<file path="config.mk">
export PLATFORM = sky130hd
export DESIGN_NAME = pwd_wake_det
export DESIGN_NICKNAME = d
export VERILOG_FILES = /design/src/rtl/pwd_pkg.sv /design/src/rtl/pwd_sync.sv /design/src/rtl/pwd_integrator.sv /design/src/rtl/pwd_wake_latch.sv /design/src/rtl/pwd_wake_det.sv
export SDC_FILE = /design/constraint.sdc
export NUM_CORES = 1
export LEC_CHECK = 0
export BUFFER_PORTS_ARGS = -buffer_cell sky130_fd_sc_hd__buf_2
export CORE_AREA = 2 2 39 41
export DETAILED_ROUTE_END_ITERATION = 7
export DIE_AREA = 0 0 41 43
export PLACE_DENSITY = 0.58
export SETUP_SLACK_MARGIN = 0.05
export SLEW_MARGIN = 10
export SYNTH_ARGS = -nofsm -noshare
export SYNTH_HDL_FRONTEND = slang
export SYNTH_SLANG_ARGS = --single-unit
</file>
<file path="constraint.sdc">
create_clock -name clk -period 2 [get_ports clk]
set_input_delay 0.2 -clock clk [delete_from_list [all_inputs] [get_ports clk]]
set_output_delay 0.2 -clock clk [all_outputs]
set_load 0.02 [all_outputs]
</file>
<file path="src/rtl/pwd_pkg.sv">
package pwd_pkg;
    typedef enum logic [1:0] {
        LATCH_HOLD = 2'd0,
        LATCH_SET  = 2'd1,
        LATCH_CLR  = 2'd2
    } latch_op_t;
endpackage

</file>
<file path="src/rtl/pwd_sync.sv">
module pwd_sync #(
    parameter int STAGES = 2
) (
    input  logic clk,
    input  logic rst_n,
    input  logic async_i,
    output logic sync_o
);
    logic [STAGES-1:0] chain_d, chain_q;

    generate
        if (STAGES == 1) begin : g_one
            always_comb chain_d = async_i;
        end else begin : g_many
            always_comb chain_d = {chain_q[STAGES-2:0], async_i};
        end
    endgenerate

    always_ff @(posedge clk or negedge rst_n) begin
        if (!rst_n) chain_q <= '0;
        else        chain_q <= chain_d;
    end

    assign sync_o = chain_q[STAGES-1];
endmodule

</file>
<file path="src/rtl/pwd_integrator.sv">
module pwd_integrator #(
    parameter int CNT_W  = 4,
    parameter int THRESH = 10
) (
    input  logic clk,
    input  logic rst_n,
    input  logic pad_s_i,
    input  logic arm_i,
    output logic reach_o
);
    localparam logic [CNT_W-1:0] CNT_MAX = {CNT_W{1'b1}};
    localparam logic [CNT_W-1:0] THR     = CNT_W'(THRESH);

    typedef struct packed {
        logic             ref_lvl;
        logic             armed;
        logic [CNT_W-1:0] cnt;
    } integ_t;

    integ_t st_d, st_q;
    logic   differ;

    always_comb begin
        st_d   = st_q;
        differ = st_q.armed & (pad_s_i ^ st_q.ref_lvl);
        if (arm_i) begin
            st_d.ref_lvl = pad_s_i;
            st_d.armed   = 1'b1;
            st_d.cnt     = '0;
        end else if (differ) begin
            if (st_q.cnt != CNT_MAX) st_d.cnt = st_q.cnt + 1'b1;
        end else begin
            st_d.cnt = '0;
        end
    end

    always_ff @(posedge clk or negedge rst_n) begin
        if (!rst_n) st_q <= '0;
        else        st_q <= st_d;
    end

    assign reach_o = st_q.armed && (st_q.cnt >= THR);


    ref_capture_chk: assert property (@(posedge clk) disable iff (!rst_n)
        arm_i |=> (st_q.armed && st_q.cnt == '0 && st_q.ref_lvl == $past(pad_s_i)));


    discharge_chk: assert property (@(posedge clk) disable iff (!rst_n)
        (!arm_i && st_q.armed && pad_s_i == st_q.ref_lvl) |=> st_q.cnt == '0);


    no_wrap_chk: assert property (@(posedge clk) disable iff (!rst_n)
        (!arm_i && st_q.armed && pad_s_i != st_q.ref_lvl && st_q.cnt == CNT_MAX)
            |=> st_q.cnt == CNT_MAX);


    unarmed_idle_chk: assert property (@(posedge clk) disable iff (!rst_n)
        (!st_q.armed && !arm_i) |=> st_q.cnt == '0);
endmodule

</file>
<file path="src/rtl/pwd_wake_latch.sv">
module pwd_wake_latch
    import pwd_pkg::*;
(
    input  logic clk,
    input  logic rst_n,
    input  logic set_i,
    input  logic clr_i,
    output logic q_o
);
    logic      wake_d, wake_q;
    latch_op_t op;

    always_comb begin
        if (clr_i)      op = LATCH_CLR;
        else if (set_i) op = LATCH_SET;
        else            op = LATCH_HOLD;
        case (op)
            LATCH_SET: wake_d = 1'b1;
            LATCH_CLR: wake_d = 1'b0;
            default:   wake_d = wake_q;
        endcase
    end

    always_ff @(posedge clk or negedge rst_n) begin
        if (!rst_n) wake_q <= 1'b0;
        else        wake_q <= wake_d;
    end

    assign q_o = wake_q;


    clr_priority_chk: assert property (@(posedge clk) disable iff (!rst_n)
        clr_i |=> !q_o);


    set_takes_chk: assert property (@(posedge clk) disable iff (!rst_n)
        (set_i && !clr_i) |=> q_o);


    sticky_hold_chk: assert property (@(posedge clk) disable iff (!rst_n)
        (!set_i && !clr_i) |=> $stable(q_o));
endmodule

</file>
<file path="src/rtl/pwd_wake_det.sv">
module pwd_wake_det #(
    parameter int SYNC_STAGES = 2,
    parameter int CNT_W       = 4,
    parameter int THRESH      = 10
) (
    input  logic clk,
    input  logic rst_n,
    input  logic pad_i,
    input  logic sleep_enter_i,
    input  logic wake_set_i,
    input  logic wake_clr_i,
    output logic wake_o
);
    logic pad_s, reach, set_req, clr_req;

    pwd_sync #(.STAGES(SYNC_STAGES)) u_sync (
        .clk(clk), .rst_n(rst_n), .async_i(pad_i), .sync_o(pad_s)
    );

    pwd_integrator #(.CNT_W(CNT_W), .THRESH(THRESH)) u_integ (
        .clk(clk), .rst_n(rst_n), .pad_s_i(pad_s), .arm_i(sleep_enter_i),
        .reach_o(reach)
    );

    assign set_req = reach | wake_set_i;
    assign clr_req = wake_clr_i | sleep_enter_i;

    pwd_wake_latch u_latch (
        .clk(clk), .rst_n(rst_n), .set_i(set_req), .clr_i(clr_req), .q_o(wake_o)
    );


    sleep_clears_chk: assert property (@(posedge clk) disable iff (!rst_n)
        sleep_enter_i |=> !wake_o);


    idle_cmd_chk: assert property (@(posedge clk) disable iff (!rst_n)
        (!sleep_enter_i && !wake_set_i && !wake_clr_i && !reach) |=> $stable(wake_o));
endmodule

</file>
After elaboration in Yosys (flattened, before gate mapping)
Index checks and enable logic that the tools add are counted.
- bits of input ports: 6
- logic and storage cells: 23
- register bits after elaboration: 9
- bitwise gates (word level): 4
- $add $sub $neg: 1
- mux-type cells: 6
- reduce and logical (&&, ||, !) cells: 2
- order comparisons: 1
- equal/unequal tests: 4
- operator list (cell ; count):
    $mux W4 ; 3
    $add A4 B1 Y4 const B ; 1
    $ge A4 B4 Y1 const B ; 1
    $ne A4 B4 Y1 const B ; 1
    $ne A3 B3 Y1 const B ; 1
    $eq A2 B1 Y1 const B ; 1
    $eq A2 B2 Y1 const B ; 1
    $mux W2 ; 1
    $or A1 B1 Y1 ; 2
    $pmux W1 S2 ; 1
    $reduce_bool A2 Y1 ; 1
    $and A1 B1 Y1 ; 1
    $logic_and A1 B1 Y1 ; 1
    $mux W1 ; 1
    $xor A1 B1 Y1 ; 1

Depth between registers and ports, before layout
Gate-level depths: netlist of run 1.
- depth in word-level cells: 7
- mapped depth: 4
- depth with buffers taken out: 4

By module
A second synthesis of run 1 with hierarchy kept.
- cells, all modules: 33
- area total of the unflattened synthesis: 426.7 sq um
- modules (own cells, without submodules) (module ; sequential area each (sq um) ; area each (sq um) ; instances ; cells an instance):
    pwd_integrator ; 150.1 ; 329.1 ; 1 ; 27
    pwd_sync ; 50.0 ; 50.0 ; 1 ; 2
    pwd_wake_latch ; 25.0 ; 35.0 ; 1 ; 2
    pwd_wake_det ; 0.0 ; 12.5 ; 1 ; 2

Worst setup path before layout of run 1
Ideal clock, no wire load.
- path kind: flip-flop to flip-flop
- start point: register u_integ.st_q[0] (netlist bit)
- end point: register u_integ.st_q[1] (netlist bit)
- data arrival time: 1.119 ns
- setup time: 0.094 ns
- required time: 1.906 ns
- stages on the path, launching flop included: 5
- setup slack: 0.787 ns
- path through: dfrtp_1 > inv_1 > ha_1 > a31o_2 > a211oi_1
- word-level cells in the longest chain between the ends: 4
- RTL lines (what ; RTL line ; RTL):
    start: declaration ; pwd_integrator.sv:20 ; integ_t st_d, st_q;
    start signal: assignment ; pwd_integrator.sv:39 ; else st_q <= st_d;
    $add A4 B1 Y4 ; pwd_integrator.sv:31 ; if (st_q.cnt != CNT_MAX) st_d.cnt = st_q.cnt + 1'b1;
    $mux W4 ; pwd_integrator.sv:31 ;
    $mux W4 ; pwd_integrator.sv:30 ; end else if (differ) begin
    $mux W4 ; pwd_integrator.sv:26 ; if (arm_i) begin
Parallel ways exist; a longest one is shown, timed or not. The select of a mux whose other input is x is not followed.
A chain may end at the register's enable or synchronous reset.

Worst setup path in the final report of run 1
- start point: register u_integ.st_q[1] (netlist bit)
- end point: register u_integ.st_q[3] (netlist bit)
Same word-level chain as after synthesis.

==> reports/qor.csv, run 1 <==
stage;metric;value;unit
outcome;status;completed;
setup_path;WP data required;2.14;ns
timing;final number of max-transition violations;0;
drt;initial DRC count;9;
setup_path;Critical-path top delay cell;dfrtp_1;
setup_path;R2R Path End;u_integ.st_q[3];
grt;GR Overflow Total;0;
drt;Final ANT Viol Nets;0;
logic_synthesis;Gate Count Post-Synth;33;
clocking;clk slew on worst S/H paths;0.06;ns
pwr;VDD IR max;0.411;mV
clocking;Inserted Clock Buffers;3;
pwr;combinational share of power;10.1;%
timing;Slew Limit Headroom;70.4;%
grt;largest net degree at the start of global routing;10;
logic_synthesis;ys flop type;dfrtp_1;
grt;GRT Total Usage;10.7;%
pwr;Leakage;0.214;nW
setup_path;kind of critical path;flop to flop;
grt;initial antenna violation count;0;
logic_synthesis;Seq cells post-synth;9;
pwr;switch share;22.9;%
setup_path;CP Capture Type;flop;
clocking;Sink Count;9;
setup_path;crit path max fanout;7;
drt;drt drc;0;
setup_path;CP max stage delay;0.45;ns
place;port buffer count;6;
pwr;Power Density;740;mW/mm^2
setup_path;setup slack, reg-to-reg;0.69;ns
logic_synthesis;Yosys cell types;19;
timing;TNS Setup;0;ns
timing;RSZ-0062 raised after global routing;no;
setup_path;launch point of the worst reg-to-reg path;u_integ.st_q[1];
logic_synthesis;area leader, netlist;dfrtp_1;
logic_synthesis;sequential share of the synthesized area;52.8;%
timing;Final Hold Vio Count;0;
drt;Vias/cell;5.05;
clocking;Clock Tree Buf Depth;2;
clocking;CTS tree;done;
logic_synthesis;ys async rst share;100;%
grt;vias in the first global route;315;
finish;share of cells above drive strength 1;37.2;%
finish;synth-to-layout area growth;17.6;%
logic_synthesis;Syn Nets;41;
pwr;P_sw;0.0850;mW
timing;f_max;0.764;GHz
timing;final setup fails;0;
grt;first-pass GRT wire length;1.28;mm
logic_synthesis;area share of the largest cell type after synthesis;52.8;%
run;maxcap violations;0;
die;die width;41;um
drt;Routed wire per std cell;11.5;um
pwr;Clock power frac;36.1;%
die;Core Region;0.00138;sq mm
die;Die H;43;um
finish;Filler cells;138;
timing;period utilisation layout;65.4;%
finish;Post-layout nets;52;
logic_synthesis;Ys Warns;0;
logic_synthesis;Post-synth EDFFs;0;
finish;leading cell type in the layout, fill and taps excluded;dfrtp_1;
pwr;Power, Total;0.371;mW
finish;ANT cells;0;
logic_synthesis;Avg Cell Area, Syn;12.9;sq um
timing;Final Critical Period;1.31;ns
setup_path;startpoint types;flop;
logic_synthesis;largest cells by area after synthesis;dfrtp_1 53%, ha_1 5.9%, a211oi_1 5.3%;
pwr;Flop pwr share;53.8;%
finish;most frequent cells in the layout;9 x dfrtp_1, 6 x buf_2, 3 x a211oi_1, 3 x clkbuf_4;
die;die area;0.00176;sq mm
setup_path;crit-path cells;ha_1, nor2b_1, a2111oi_2;
die;Ports;7;
timing;clk_skew;0.00417;ns
die;initial core utilization;30.8;%
clocking;root buffer cell;clkbuf_4;
setup_path;Data arrival, critical path;1.45;ns
timing;Slew @ Worst Pin;0.441;ns
logic_synthesis;synthesized area;427;sq um
setup_path;cells on worst reg2reg path;3;
setup_path;Worst Setup SP;u_integ.st_q[1];
setup_path;Critical Path Sink;u_integ.st_q[3];
min_path;Tightest Hold Check Type;input pin to flop;
place;RD Place Congestion;0.676;
drt;via count;298;
clocking;H-Tree Depth;1;
pwr;Cell Int Power;0.286;mW
drt;TritonRoute pass-1 iters;3;
place;hpwl dp;489;um
clocking;Clock Latency Late Sink;0.25;ns
die;Site Rows;14;
drt;Total Wirelength;677;um
-- layer usage --
layer  GRT usage, %  vias up  share of wire, %
met5              0        -                 0
met4           6.00        0                 0
met3           1.57        0               3.8
met2           15.3        7                49
met1           15.0      144                47
li1               -      147                 -
-- power groups by stage --
stage | Sequential [mW] | Clock (mW) | Combinational (mW)
final | 0.199 | 0.134 | 0.0376
after global routing | 0.201 | 0.153 | 0.0435
after CTS | 0.199 | 0.141 | 0.0385
after detailed placement | 0.203 | 0 | 0.0371
after global placement | 0.202 | 0 | 0.0370
after floorplan | 0.202 | 0 | 0.0231
-- synth_stat cells, types with 2 or more instances --
cell      number
a31o_2         2
nor2_1         2
dfrtp_1        9
ha_1           2
a211oi_1       3
nand4_1        2
-- per-stage QoR --
stage	area [sq um]	cells	setup slack [ns]	utilization, %	hold WS (ns)
2_1_floorplan	427	33	0.787	-	-0.0956
3_3_place_gp	465	54	0.735	33.6	0.0624
3_5_place_dp	465	54	0.702	33.6	0.0641
4_1_cts	502	59	0.696	36.3	0.0447
5_1_grt	502	59	0.578	36.3	0.0443
6_report	502	59	0.692	36.3	0.0535
-- flip-flops by register name (all words and copies together), names as in the netlist --
register	count
u_latch.q_o	1
u_sync.chain_q	2
u_integ.st_q	6
-- worst min-delay path by stage --
stage | cells past startpoint | to | slack, ns | start
3_3_place_gp | 1 | u_integ.st_q[5] | 0.06 | rst_n
2_1_floorplan | 0 | u_integ.st_q[0] | -0.1 | rst_n
5_1_grt | 1 | u_sync.chain_q[0] | 0.04 | pad_i
3_5_place_dp | 1 | u_sync.chain_q[1] | 0.06 | rst_n
4_1_cts | 1 | u_sync.chain_q[0] | 0.04 | pad_i
6_report | 1 | u_sync.chain_q[0] | 0.05 | pad_i
-- cell type report --
| class | instances | area [sq um] | area share (%) |
|---|---|---|---|
| Sequential cell | 9 | 225 | 44.9 |
| Timing Repair Buffer | 7 | 40.0 | 7.98 |
| Inverter | 1 | 3.75 | 0.748 |
| Multi-Input combinational cell | 22 | 186 | 37.2 |
| Clock buffer | 4 | 26.3 | 5.24 |
| Tap cell | 16 | 20.0 | 3.99 |
-- logic make-up after synthesis --
logic type	share of synthesized area (%)
simple gates	16.7
flops	52.8
compound gates	16.4
buf+inv	3.52
fa+ha+maj	5.86
xor+xnor	2.05
mux	2.64
-- critical path: cells and delay by family (launching register included) --
family / cells / cell delay [ns]
flops: 1 / 0.45
compound gates: 1 / 0.34
fa+ha+maj: 1 / 0.32
simple gates: 1 / 0.09
-- timing repair --
action | 4_1_cts | 5_1_grt
hold buffers | 1 | 0
endpoints found under the hold margin | 9 | 0
endpoints found under the setup margin | 0 | 0
buffers inserted | 0 | 0
gates resized for setup | 0 | 0
No activity file was read; power rests on OpenSTA's default activity.
==> run 2, diff against run 1 <==
Settings changed: PLACE_DENSITY 0.58 to 0.6.
Clock period 2 ns to 1.12 ns, I/O delays scaled along.
==> run 2 against run 1 <==
The flow now finishes with violations (setup timing). First-iteration DRC count down 100%. Combinational power up 140%. Wire length down 0.74%. Sequential power up 76%. Clock skew down 0.0034 ns. Sequential share of layout area down 4.2 points. Final cell count up 6.8%. Hold slack worse by 0.015 ns. Critical endpoint is now u_integ.st_q[0]. Highest routed layer unchanged.
==> reports/qor.csv, run 2 (synthesized netlist as in run 1, its figures left out) <==
stage;metric;value;unit
die;Core Region;0.00138;sq mm
timing;Slew Limit Headroom;69.6;%
drt;Total Wirelength;672;um
finish;area of the multi-input gates;201;sq um
finish;number of flip-flops in the largest register;6;
place;hpwl dp;513;um
die;Die H;43;um
setup_path;kind of critical path;flop to flop;
timing;clk_skew;0.000745;ns
setup_path;crit path max fanout;7;
drt;drt drc;0;
setup_path;setup slack, reg-to-reg;-0.04;ns
finish;Post-layout nets;56;
clocking;Clock Latency Late Sink;0.26;ns
setup_path;Worst Path Buf+Inv;0;
place;Area after DPL;488;sq um
clocking;clk slew on worst S/H paths;0.06;ns
timing;Final Hold Vio Count;0;
die;die area;0.00176;sq mm
grt;vias in the first global route;277;
place;worst slack, placed;-0.0345;ns
place;Inst Count DP;56;
timing;RSZ-0062 raised after global routing;yes;
drt;TritonRoute pass-1 iters;1;
pwr;Leakage;0.234;nW
clocking;Inserted Clock Buffers;3;
setup_path;CP max stage delay;0.40;ns
clocking;H-Tree Depth;1;
finish;ANT cells;0;
timing;Final Critical Period;1.16;ns
die;Ports;7;
grt;largest net degree at the start of global routing;10;
clocking;Sink Count;9;
place;port buffer count;6;
finish;Filler cells;130;
outcome;status;finished, violations left;
setup_path;Data arrival, critical path;1.33;ns
setup_path;CP Capture Type;flop;
finish;leading cell type in the layout, fill and taps excluded;dfrtp_1;
pwr;Power Density;1250;mW/mm^2
timing;final setup fails;3;
timing;Hold WS;0.0385;ns
drt;initial DRC count;0;
finish;most frequent cells in the layout;9 x dfrtp_1, 6 x buf_2, 3 x clkbuf_4, 3 x dlygate4sd3_1;
finish;fin cells;63;
clocking;root buffer cell;clkbuf_4;
timing;period utilisation layout;103;%
drt;Routed wire per std cell;10.7;um
finish;final instance area;553;sq um
setup_path;crit-path cells;ha_2, a31o_2, a211oi_1;
run;maxcap violations;0;
clocking;CTS tree;done;
grt;initial antenna violation count;0;
timing;f_max;0.863;GHz
die;die width;41;um
finish;share of cells above drive strength 1;46.8;%
min_path;Tightest Hold Check Type;input pin to flop;
die;initial core utilization;30.8;%
setup_path;family with the most delay on the worst path;compound AO/OA/AOI/OAI gates;
grt;GR Overflow Total;0;
timing;final number of max-transition violations;0;
timing;Slew @ Worst Pin;0.453;ns
setup_path;startpoint types;flop;
grt;first-pass GRT wire length;1.15;mm
clocking;setup bufs post-CTS;0;
drt;Final ANT Viol Nets;0;
drt;Vias/cell;4.89;
die;Site Rows;14;
place;RD Place Congestion;0.687;
drt;via count;308;
setup_path;WP data required;1.29;ns
clocking;Clock Tree Buf Depth;2;
grt;GRT Total Usage;10.2;%
outcome;failing checks;setup timing;
finish;synth-to-layout area growth;29.6;%
pwr;VDD IR max;0.599;mV
setup_path;Critical-path top delay cell;dfrtp_1;
timing;post-route setup slack;-0.0381;ns
finish;FF+latch area;225;sq um
finish;Top reg by flops;u_integ.st_q;
-- run 2: cell types whose count changed in the layout (fill, tap and decap cells not counted) --
cell           delta
clkinv_2          +1
ha_2              +1
o311ai_2          +1
ha_1              -1
buf_4             +2
clkbuf_1          -1
o311ai_1          -1
a211oi_1          -1
a211oi_2          +1
dlygate4sd3_1     +2
-- run 2: where the power goes --
part / internal, mW / switching [mW] / total, mW
Sequential: 0.341 / 0.0104 / 0.351
Combinational: 0.0470 / 0.0432 / 0.0902
Clock: 0.132 / 0.116 / 0.247
Total: 0.519 / 0.169 / 0.689
-- run 2: layer usage --
metal  global-route usage, %  share of wire [%]  vias to the layer above
li1                        -                  -                      154
met4                    2.00                  0                        0
met2                    14.1                 48                        6
met3                    7.85                5.1                        0
met5                       0                  0                        -
met1                    12.4                 47                      148
-- run 2: path summary, 6_finish.rpt --
path / from / to / cells past startpoint
max in group asynchronous: rst_n / u_integ.st_q[2] / 2
min in group asynchronous: rst_n / u_integ.st_q[3] / 2
worst min register to register: u_sync.chain_q[0] / u_sync.chain_q[1] / 0
worst max-delay path: u_integ.st_q[0] / u_integ.st_q[0] / 3
worst max register to register: u_integ.st_q[0] / u_integ.st_q[0] / 3
worst min-delay path: sleep_enter_i / u_latch.q_o / 2
-- run 2: through the flow --
stage / util [%] / power [mW] / TNS, ns
2_1_floorplan: - / 0.405 / -0.0529
3_3_place_gp: 35.3 / 0.440 / -0.0948
3_5_place_dp: 35.3 / 0.440 / -0.0936
4_1_cts: 40.0 / 0.708 / -0.122
5_1_grt: 40.0 / 0.737 / -0.409
6_report: 40.0 / 0.689 / -0.0904
-- run 2: area by class of cell --
cell class	instances	area share (%)
sequential	9	40.7
multi-input combinational	22	36.4
timing repair buffer	11	13.6
clock buffer	3	4.07
tap	16	3.62
clock inverter	1	0.905
inverter	1	0.679
-- run 2: what timing repair did --
action / in CTS / in global routing
hold buffers: 3 / 0
gates resized for setup: 1 / 0
hold endpoints to repair: 11 / 0
endpoints found under the setup margin: 4 / 5
pin swaps: 2 / 0
==> run 3, diff against run 2 <==
==> constraint.sdc (replaced) <==
create_clock -name clk -period 1.12 [get_ports clk]
set_input_delay 0.168 -clock clk [delete_from_list [all_inputs] [get_ports clk]]
set_output_delay 0.168 -clock clk [all_outputs]
set_load 0.02 [all_outputs]
==> run 3 against run 2 <==
The flow still finishes with violations (setup timing). Combinational power down 2.9%. Clock-buffer cell count is the same. Cell area is 1.8% lower. Critical path type unchanged. Largest power group unchanged. Highest routed layer unchanged.
==> reports/qor.csv, run 3 (synthesized netlist as in run 1, its figures left out) <==
stage;metric;value;unit
outcome;status;finished, violations left;
outcome;failing checks;setup timing;
min_path;hold depth;2;
setup_path;startpoint types;flop;
drt;Total Wirelength;671;um
timing;Slew Limit Headroom;69.6;%
pwr;Power, Total;0.686;mW
grt;GRT Total Usage;9.96;%
drt;drt drc;0;
grt;largest net degree at the start of global routing;10;
pwr;Leakage;0.230;nW
finish;FF+latch area;225;sq um
grt;vias in the first global route;271;
setup_path;CP Capture Type;flop;
die;Core Region;0.00138;sq mm
place;hpwl dp;513;um
die;die area;0.00176;sq mm
timing;Final Critical Period;1.16;ns
timing;f_max;0.863;GHz
grt;GR Overflow Total;0;
finish;Post-layout nets;55;
die;Ports;7;
place;port buffer count;6;
setup_path;R2R Path End;u_integ.st_q[0];
finish;ANT cells;0;
place;worst slack, placed;-0.0345;ns
timing;period utilisation layout;103;%
finish;most frequent cells in the layout;9 x dfrtp_1, 6 x buf_2, 3 x clkbuf_4;
die;initial core utilization;30.8;%
drt;via count;302;
min_path;Worst Hold End;u_latch.q_o;
min_path;critical hold path startpoint;wake_clr_i;
clocking;Inserted Clock Buffers;3;
pwr;Power Density;1260;mW/mm^2
timing;Hold WS;0.0518;ns
finish;area of the multi-input gates;201;sq um
clocking;Clock Latency Late Sink;0.26;ns
grt;first-pass GRT wire length;1.12;mm
clocking;clk slew on worst S/H paths;0.06;ns
setup_path;Data arrival, critical path;1.33;ns
pwr;VDD IR max;0.599;mV
finish;number of flip-flops in the largest register;6;
timing;post-route setup slack;-0.0382;ns
min_path;Tightest Hold Check Type;input pin to flop;
finish;Top reg by flops;u_integ.st_q;
timing;final setup fails;3;
clocking;Clock Tree Buf Depth;2;
setup_path;launch point of the worst reg-to-reg path;u_integ.st_q[0];
drt;Final ANT Viol Nets;0;
die;Site Rows;14;
drt;TritonRoute pass-1 iters;1;
grt;initial antenna violation count;0;
timing;Slew @ Worst Pin;0.453;ns
drt;Vias/cell;4.87;
clocking;H-Tree Depth;1;
setup_path;kind of critical path;flop to flop;
finish;final core occ;39.2;%
die;die width;41;um
timing;Final Hold Vio Count;0;
drt;initial DRC count;0;
clocking;Sink Count;9;
finish;leading cell type in the layout, fill and taps excluded;dfrtp_1;
timing;TNS Setup;-0.0905;ns
timing;clk_skew;0.000728;ns
setup_path;WP data required;1.29;ns
finish;fin cells;62;
place;Inst Count DP;56;
clocking;setup bufs post-CTS;0;
die;Die H;43;um
finish;synth-to-layout area growth;27.3;%
finish;share of cells above drive strength 1;47.8;%
run;maxcap violations;0;
timing;RSZ-0062 raised after global routing;yes;
clocking;CTS tree;done;
timing;final number of max-transition violations;0;
finish;Filler cells;131;
setup_path;cells on worst reg2reg path;3;
setup_path;setup slack, reg-to-reg;-0.04;ns
place;RD Place Congestion;0.687;
place;Area after DPL;488;sq um
drt;Routed wire per std cell;10.8;um
finish;final instance area;543;sq um
clocking;root buffer cell;clkbuf_4;
setup_path;crit path max fanout;7;
==> run 3: cell types whose count changed in the layout (fill, tap and decap cells not counted), sizes merged <==
cell         before  now
dlygate4sd3       3    2
==> run 3: repair_timing <==
| action | in CTS | in global routing |
|---|---|---|
| hold buffers | 2 | 0 |
| pin swaps | 2 | 0 |
| setup endpoints to repair | 4 | 5 |
| gates resized for setup | 1 | 0 |
| endpoints found under the hold margin | 10 | 0 |
==> run 3: worst max-delay path by stage <==
stage,slack (ns),startpoint,to,cells past startpoint
2_1_floorplan,-0.03,u_integ.st_q[0],u_integ.st_q[1],4
3_3_place_gp,-0.03,u_integ.st_q[1],u_integ.st_q[3],3
3_5_place_dp,-0.03,u_integ.st_q[1],u_integ.st_q[1],3
4_1_cts,-0.05,u_integ.st_q[1],u_integ.st_q[1],3
5_1_grt,-0.12,u_integ.st_q[0],u_integ.st_q[3],3
6_report,-0.04,u_integ.st_q[0],u_integ.st_q[0],3
==> run 3: layout make-up <==
type,instances,area share (%)
Inverter,1,0.691
Clock inverter,1,0.922
Multi-Input combinational cell,22,37.1
Timing Repair Buffer,10,12.0
Sequential cell,9,41.5
Clock buffer,3,4.15
Tap cell,16,3.69
==> run 3: power breakdown <==
part	internal [mW]	switching, mW
clock	0.132	0.116
combinational	0.0447	0.0429
sequential	0.341	0.0104
==> run 3: routing by layer <==
metal	GRT usage [%]	wire length [um]	up-vias
met2	13.8	323	6
met4	2.00	0	0
met5	0	0	-
met3	7.85	34	0
li1	-	-	152
met1	12.0	313	144
==> run 3: worst max-delay path: stages (launching register included) <==
cell and delay, ns:
dfrtp_1 0.40, ha_2 0.23, a31o_2 0.25, a211oi_1 0.20
